==> src/rtl/xtm_pkg.sv <==
package xtm_pkg;
  localparam int unsigned DTO_W = 16;
  localparam int unsigned CTO_SHORT_TICKS = 128;
  localparam int unsigned CTO_LONG_TICKS = 256;
endpackage

==> src/rtl/xtm_prescaler.sv <==
module xtm_prescaler #(
  parameter int unsigned DIV = 10000
) (
  input  logic clk,
  input  logic rst_n,
  output logic pulse
);
  localparam int unsigned PW = (DIV > 1) ? $clog2(DIV) : 1;
  localparam logic [PW-1:0] LAST = PW'(DIV - 1);

  logic [PW-1:0] cnt_q, cnt_d;

  always_comb begin
    pulse = (cnt_q == LAST);
    cnt_d = pulse ? '0 : cnt_q + 1'b1;
  end

  always_ff @(posedge clk or negedge rst_n) begin
    if (!rst_n) cnt_q <= '0;
    else        cnt_q <= cnt_d;
  end

  AST_PRE_RANGE: assert property (@(posedge clk) disable iff (!rst_n)
    cnt_q <= LAST);
  AST_PRE_SPACING: assert property (@(posedge clk) disable iff (!rst_n)
    (pulse && DIV > 1) |=> !pulse);
endmodule

==> src/rtl/xtm_dto_counter.sv <==
module xtm_dto_counter #(
  parameter int unsigned W = 16
) (
  input  logic         clk,
  input  logic         rst_n,
  input  logic         start,
  input  logic         stop,
  input  logic         pulse,
  input  logic [W-1:0] limit,
  output logic         hit,
  output logic         over
);
  localparam logic [W-1:0] CMAX = '1;

  logic         act_q, act_d;
  logic [W-1:0] cnt_q, cnt_d, cnt_inc;
  logic         adv;

  always_comb begin
    cnt_inc = (cnt_q == CMAX) ? CMAX : cnt_q + 1'b1;
    adv     = act_q && pulse && !stop;
    hit     = adv && (cnt_inc >= limit);
    over    = act_q && (cnt_q >= limit);
    if (stop)       act_d = 1'b0;
    else if (start) act_d = 1'b1;
    else            act_d = act_q;
    if (stop || start) cnt_d = '0;
    else if (adv)      cnt_d = cnt_inc;
    else               cnt_d = cnt_q;
  end

  always_ff @(posedge clk or negedge rst_n) begin
    if (!rst_n) begin
      act_q <= 1'b0;
      cnt_q <= '0;
    end else begin
      act_q <= act_d;
      cnt_q <= cnt_d;
    end
  end

  AST_DTO_NO_WRAP: assert property (@(posedge clk) disable iff (!rst_n)
    (cnt_q == CMAX && !stop && !start) |=> cnt_q == CMAX);
  AST_DTO_STOP_CLEARS: assert property (@(posedge clk) disable iff (!rst_n)
    stop |=> (cnt_q == '0 && !act_q));
  AST_DTO_IDLE_FROZEN: assert property (@(posedge clk) disable iff (!rst_n)
    (!act_q && !start) |=> $stable(cnt_q));
endmodule

==> src/rtl/xtm_cto_counter.sv <==
module xtm_cto_counter #(
  parameter int unsigned SHORT_TICKS = 128,
  parameter int unsigned LONG_TICKS  = 256
) (
  input  logic clk,
  input  logic rst_n,
  input  logic cmd_sent,
  input  logic stop,
  input  logic tick,
  input  logic sel,
  output logic expire
);
  localparam int unsigned CW = $clog2(LONG_TICKS + 1);
  localparam logic [CW-1:0] LIM_S = CW'(SHORT_TICKS);
  localparam logic [CW-1:0] LIM_L = CW'(LONG_TICKS);

  logic          run_q, run_d;
  logic [CW-1:0] cnt_q, cnt_d, lim;

  always_comb begin
    lim    = sel ? LIM_L : LIM_S;
    expire = 1'b0;
    run_d  = run_q;
    cnt_d  = cnt_q;
    if (cmd_sent) begin
      run_d = 1'b1;
      cnt_d = '0;
    end else if (stop) begin
      run_d = 1'b0;
    end else if (run_q && tick) begin
      cnt_d = cnt_q + 1'b1;
      if (cnt_d >= lim) begin
        expire = 1'b1;
        run_d  = 1'b0;
      end
    end
  end

  always_ff @(posedge clk or negedge rst_n) begin
    if (!rst_n) begin
      run_q <= 1'b0;
      cnt_q <= '0;
    end else begin
      run_q <= run_d;
      cnt_q <= cnt_d;
    end
  end

  AST_CTO_BOUND: assert property (@(posedge clk) disable iff (!rst_n)
    cnt_q <= LIM_L);
  AST_CTO_ONCE: assert property (@(posedge clk) disable iff (!rst_n)
    expire |=> !run_q);
  AST_CTO_RESTART: assert property (@(posedge clk) disable iff (!rst_n)
    cmd_sent |=> (cnt_q == '0 && run_q));
endmodule

==> src/rtl/xfer_timeout_mon.sv <==
module xfer_timeout_mon #(
  parameter int unsigned PRESCALE_DIV = 10000,
  parameter int unsigned DTO_W        = xtm_pkg::DTO_W,
  parameter int unsigned CTO_SHORT    = xtm_pkg::CTO_SHORT_TICKS,
  parameter int unsigned CTO_LONG     = xtm_pkg::CTO_LONG_TICKS
) (
  input  logic             clk,
  input  logic             rst_n,
  input  logic             seq_start,
  input  logic             seq_end,
  input  logic             seq_abort,
  input  logic             cmd_sent,
  input  logic             rsp_done,
  input  logic             xfer_tick,
  input  logic             cto_sel,
  input  logic             dto_irq_en,
  input  logic             lim_we,
  input  logic [DTO_W-1:0] lim_wdata,
  input  logic             dto_flag_clr,
  output logic [DTO_W-1:0] dto_limit,
  output logic             dto_over,
  output logic             dto_flag,
  output logic             cto_flag
);
  logic             pre_pulse, dto_hit, cto_expire, dto_set;
  logic [DTO_W-1:0] lim_q, lim_d;
  logic             dflag_q, dflag_d, cflag_q, cflag_d;

  xtm_prescaler #(.DIV(PRESCALE_DIV)) u_pre (
    .clk(clk), .rst_n(rst_n), .pulse(pre_pulse)
  );

  xtm_dto_counter #(.W(DTO_W)) u_dto (
    .clk(clk), .rst_n(rst_n), .start(seq_start),
    .stop(seq_end || seq_abort), .pulse(pre_pulse), .limit(lim_q),
    .hit(dto_hit), .over(dto_over)
  );

  xtm_cto_counter #(.SHORT_TICKS(CTO_SHORT), .LONG_TICKS(CTO_LONG)) u_cto (
    .clk(clk), .rst_n(rst_n), .cmd_sent(cmd_sent),
    .stop(rsp_done || seq_abort), .tick(xfer_tick), .sel(cto_sel),
    .expire(cto_expire)
  );

  always_comb begin
    lim_d   = lim_we ? lim_wdata : lim_q;
    dto_set = dto_hit && dto_irq_en;
    if (dto_set)           dflag_d = 1'b1;
    else if (dto_flag_clr) dflag_d = 1'b0;
    else                   dflag_d = dflag_q;
    if (cto_expire)        cflag_d = 1'b1;
    else if (cmd_sent)     cflag_d = 1'b0;
    else                   cflag_d = cflag_q;
  end

  always_ff @(posedge clk or negedge rst_n) begin
    if (!rst_n) begin
      lim_q   <= '1;
      dflag_q <= 1'b0;
      cflag_q <= 1'b0;
    end else begin
      lim_q   <= lim_d;
      dflag_q <= dflag_d;
      cflag_q <= cflag_d;
    end
  end

  assign dto_limit = lim_q;
  assign dto_flag  = dflag_q;
  assign cto_flag  = cflag_q;

  AST_DTO_SET_WINS: assert property (@(posedge clk) disable iff (!rst_n)
    (dto_hit && dto_irq_en) |=> dto_flag);
  AST_DTO_MASKED: assert property (@(posedge clk) disable iff (!rst_n)
    (!dto_irq_en && !dto_flag) |=> !dto_flag);
  AST_DTO_HIT_ONLY_ON_PULSE: assert property (@(posedge clk) disable iff (!rst_n)
    dto_hit |-> pre_pulse);
  AST_CTO_STICKY: assert property (@(posedge clk) disable iff (!rst_n)
    (cto_flag && !cmd_sent) |=> cto_flag);
  AST_LIM_WRITE: assert property (@(posedge clk) disable iff (!rst_n)
    lim_we |=> dto_limit == $past(lim_wdata));
endmodule

==> config.mk <==
export PLATFORM = sky130hd
export DESIGN_NAME = xfer_timeout_mon
export DESIGN_NICKNAME = d
export VERILOG_FILES = /design/src/rtl/xtm_pkg.sv /design/src/rtl/xtm_prescaler.sv /design/src/rtl/xtm_dto_counter.sv /design/src/rtl/xtm_cto_counter.sv /design/src/rtl/xfer_timeout_mon.sv
export SDC_FILE = /design/constraint.sdc
export NUM_CORES = 1
export LEC_CHECK = 0
export CAP_MARGIN = 5
export CORE_MARGIN = 2
export CORE_UTILIZATION = 50
export DETAILED_ROUTE_END_ITERATION = 10
export DONT_BUFFER_PORTS = 1
export PLACE_DENSITY = 0.76
export SETUP_SLACK_MARGIN = 0.5
export SKIP_LAST_GASP = 1
export SLEW_MARGIN = 20
export SYNTH_ARGS = -nofsm -noshare
export SYNTH_HDL_FRONTEND = slang
export SYNTH_SLANG_ARGS = --single-unit
==> constraint.sdc <==
create_clock -name clk -period 3.9 [get_ports clk]
set_input_delay 1.17 -clock clk [delete_from_list [all_inputs] [get_ports clk]]
set_output_delay 1.17 -clock clk [all_outputs]
set_load 0.01 [all_outputs]
==> qor.csv <==
stage,metric,value,unit
outcome,outcome,finished clean,
floorplanning,die area,8370,µm²
setup_path,CP Capture Type,output pin,
sta,clock skew,7.36,ps
logic_synthesis,Seq cells post-synth,59,
pwr,Leakage,1.89,nW
routing,Wirelength per Cell,15.4,µm
final_layout,Synth-to-Final Area Change,7.78,%
setup_path,arrival time of the worst setup path,2140,ps
clocking,CTS-repair resized insts,0,
logic_synthesis,syn avg cell area,9.07,µm²
logic_synthesis,Syn Nets,488,
clocking,# Post-CTS Setup Buffers,0,
routing,Via Count,3084,
logic_synthesis,share of the yosys chip area belonging to registers,39.1,%
logic_synthesis,Main synth FF type,dfrtp_1,
final_layout,share of layout cells above drive strength 1,10.9,%
sta,Final min period,3310,ps
grt,largest net degree at the start of global routing,60,
setup_path,reg-to-reg setup timing slack,940,ps
logic_synthesis,Syn Inst Count,422,
logic_synthesis,Netlist Area Pre-Place,3830,µm²
place,Post-Place Cells,515,
setup_path,worst-path fanout max,3,
place,Final HPWL DP,6.13,mm
logic_synthesis,post-synthesis mux area share,0.294,%
sta,unrepaired setup endpoints after global routing,false,
floorplanning,Die W,91.5,µm
grt,global-route wire length before repair,14.3,mm
floorplanning,core footprint,7330,µm²
setup_path,"Data required, critical path",2730,ps
setup_path,Setup crit start kind,flip-flop,
pwr,worst vdd ir,0.000174,V
clocking,CTS buffer count,9,
clocking,CTS Root Cell,clkbuf_8,
sta,fmax,0.303,GHz
place,GP Congestion,0.896,
sta,setup TNS,0,ps
flow_run,Max Cap Viol,0,
final_layout,Ant. Diodes,0,
floorplanning,IO Count,47,
logic_synthesis,async set-reset flop share out of synthesis,100,%
logic_synthesis,compound-cell area share of the yosys netlist,14.9,%
place,PortBufs,0,
logic_synthesis,Post-Synth Adder-Cell Area,12.4,%
logic_synthesis,main combinational cell family by area after synthesis,simple AND/OR/NAND/NOR gates,
logic_synthesis,"EDFF count, synth",0,
final_layout,Multi-input gate area,2230,µm²
routing,first drt pass iteration count,4,
sta,Final Max Tran Viols,0,
grt,met1 Use GR,27.1,%
grt,GRT overflow,0,
routing,drt first-iter violations,170,
sta,Final Hold Viols,0,
setup_path,critical path class,reg2out,
logic_synthesis,Post-Synth Simple-Gate Area,23.9,%
floorplanning,FP Rows,31,
pwr,Power per Cell Area,302,nW/µm²
min_path,Hold Path Class,reg2reg,
routing,DRT antenna net count,0,
final_layout,Final Net Count,493,
clocking,Hold Buf Count CTS,0,
clocking,H-tree depth,3,
grt,initial antenna violation count,0,
clocking,Clock transition at path regs,70,ps
final_layout,Register Area,1500,µm²
sta,worst-margin pin slew,697,ps
clocking,clock sink count,59,
grt,gr usage total,21.2,%
grt,met3 usage,4.98,%
floorplanning,Die Span Y,91.5,µm
final_layout,Fill cells,640,
clocking,clk_lat worst skew,340,ps
routing,DRC viols,0,
routing,Via-to-Cell Ratio,5.81,
grt,Most Crowded Layer GR,met2,
final_layout,Layout Cells excl Fill,531,
grt,vias in the first global route,3162,
sta,Hold WS,477,ps
grt,GR Layer Usage met2,33.8,%
clocking,CTS max path bufs,2,
logic_synthesis,xor/xnor share of the synthesized area,6.41,%
logic_synthesis,Synth warnings,0,
sta,Slew HR,53.2,%
final_layout,final core utilization,56.3,%
routing,drt total wl,8.17,mm
sta,Tcrit/Tclk final,84.8,%
floorplanning,Starting Density,52.2,%
clocking,CTS tree,yes,
logic_synthesis,count of cell types in the netlist,46,
sta,final setup fails,0,
-- Yosys cell counts (6+ instances only) --
cell type	instances	share of area (%)
xnor2_1	14	3.2
nand2_1	49	4.8
o21a_1	6	1.2
nand3_1	22	2.9
clkbuf_1	7	0.69
inv_1	24	2.4
ha_1	38	12
a21o_1	9	1.8
nor3_1	10	1.3
nand4_1	12	2.0
and3_1	6	0.98
dfstp_2	16	11
o21ai_0	32	4.2
xor2_1	14	3.2
a31oi_1	8	1.3
a21oi_1	15	2.0
dfrtp_1	43	28
nor2_1	41	4.0
-- through the flow --
stage               area [µm²]  power [W]  worst slack [ps]
detailed placement        3930   0.000746               896
finish                    4130    0.00125               595
global placement          3930   0.000739               894
CTS                       4110    0.00126               514
global route              4130    0.00131               495
floorplan                 3830   0.000729              1060
-- placed cells by master (no fill, tap or decap), types with 4 or more instances in the layout --
cell	count
nand4_1	12
inv_1	24
a211oi_1	5
a21o_1	9
nor2_1	41
dfrtp_1	43
or3_1	4
and3_1	6
a31oi_1	7
nand2b_1	5
o21ai_0	31
nor3_1	10
nand2_1	49
nand3_1	22
ha_1	38
o21a_1	6
o211ai_1	5
clkbuf_8	11
xor2_1	14
dfstp_2	16
xnor2_1	14
a21oi_1	15
-- routing by layer --
metal	wire, µm	share of wire, %
met5	0	0
met2	3730	46
met4	172	2.1
met1	3800	47
met3	466	5.7
-- worst max-delay path: stages (launching register included) --
cell and delay, ps:
dfstp_2 560, inv_1 70, ha_1 210, or3b_2 450, o2111ai_2 110, a31oi_2 140
o21ai_1 130, nand2_1 120
-- worst paths after layout --
kind                            depth (start not counted)           start              to
worst max register to register                         10  u_dto.cnt_q[5]        dto_flag
worst min-delay path                                    1  u_pre.cnt_q[0]  u_pre.cnt_q[0]
max in group asynchronous                               0           rst_n    dto_limit[0]
worst min register to register                          1  u_pre.cnt_q[0]  u_pre.cnt_q[0]
worst max-delay path                                    7    dto_limit[1]        dto_over
min in group asynchronous                               0           rst_n        dto_flag
-- flip-flops by register name (all words and copies together), names as in the netlist --
name         flops
dto_limit       16
u_cto.cnt_q      9
u_dto.cnt_q     16
u_dto.act_q      1
cto_flag         1
u_cto.run_q      1
dto_flag         1
u_pre.cnt_q     14
-- area by class of cell --
cell class	instances	area share, %
multi-input cells	332	54.0
well taps	99	3.00
clock buffers	12	3.76
inverters	24	2.18
flip-flops and latches	59	36.3
clock inverters	4	0.606
repair buffers	1	0.182
-- power breakdown --
part / switching, W / internal (W)
sequential: 0.0000201 / 0.000641
combinational: 0.0000453 / 0.0000300
clock: 0.000246 / 0.000263
-- cells by family after synthesis --
family | after synthesis
simple gates | 174
compound gates | 91
flops | 59
fa+ha+maj | 38
buf+inv | 31
xor+xnor | 28
mux | 1
No activity file was read; power rests on OpenSTA's default activity.
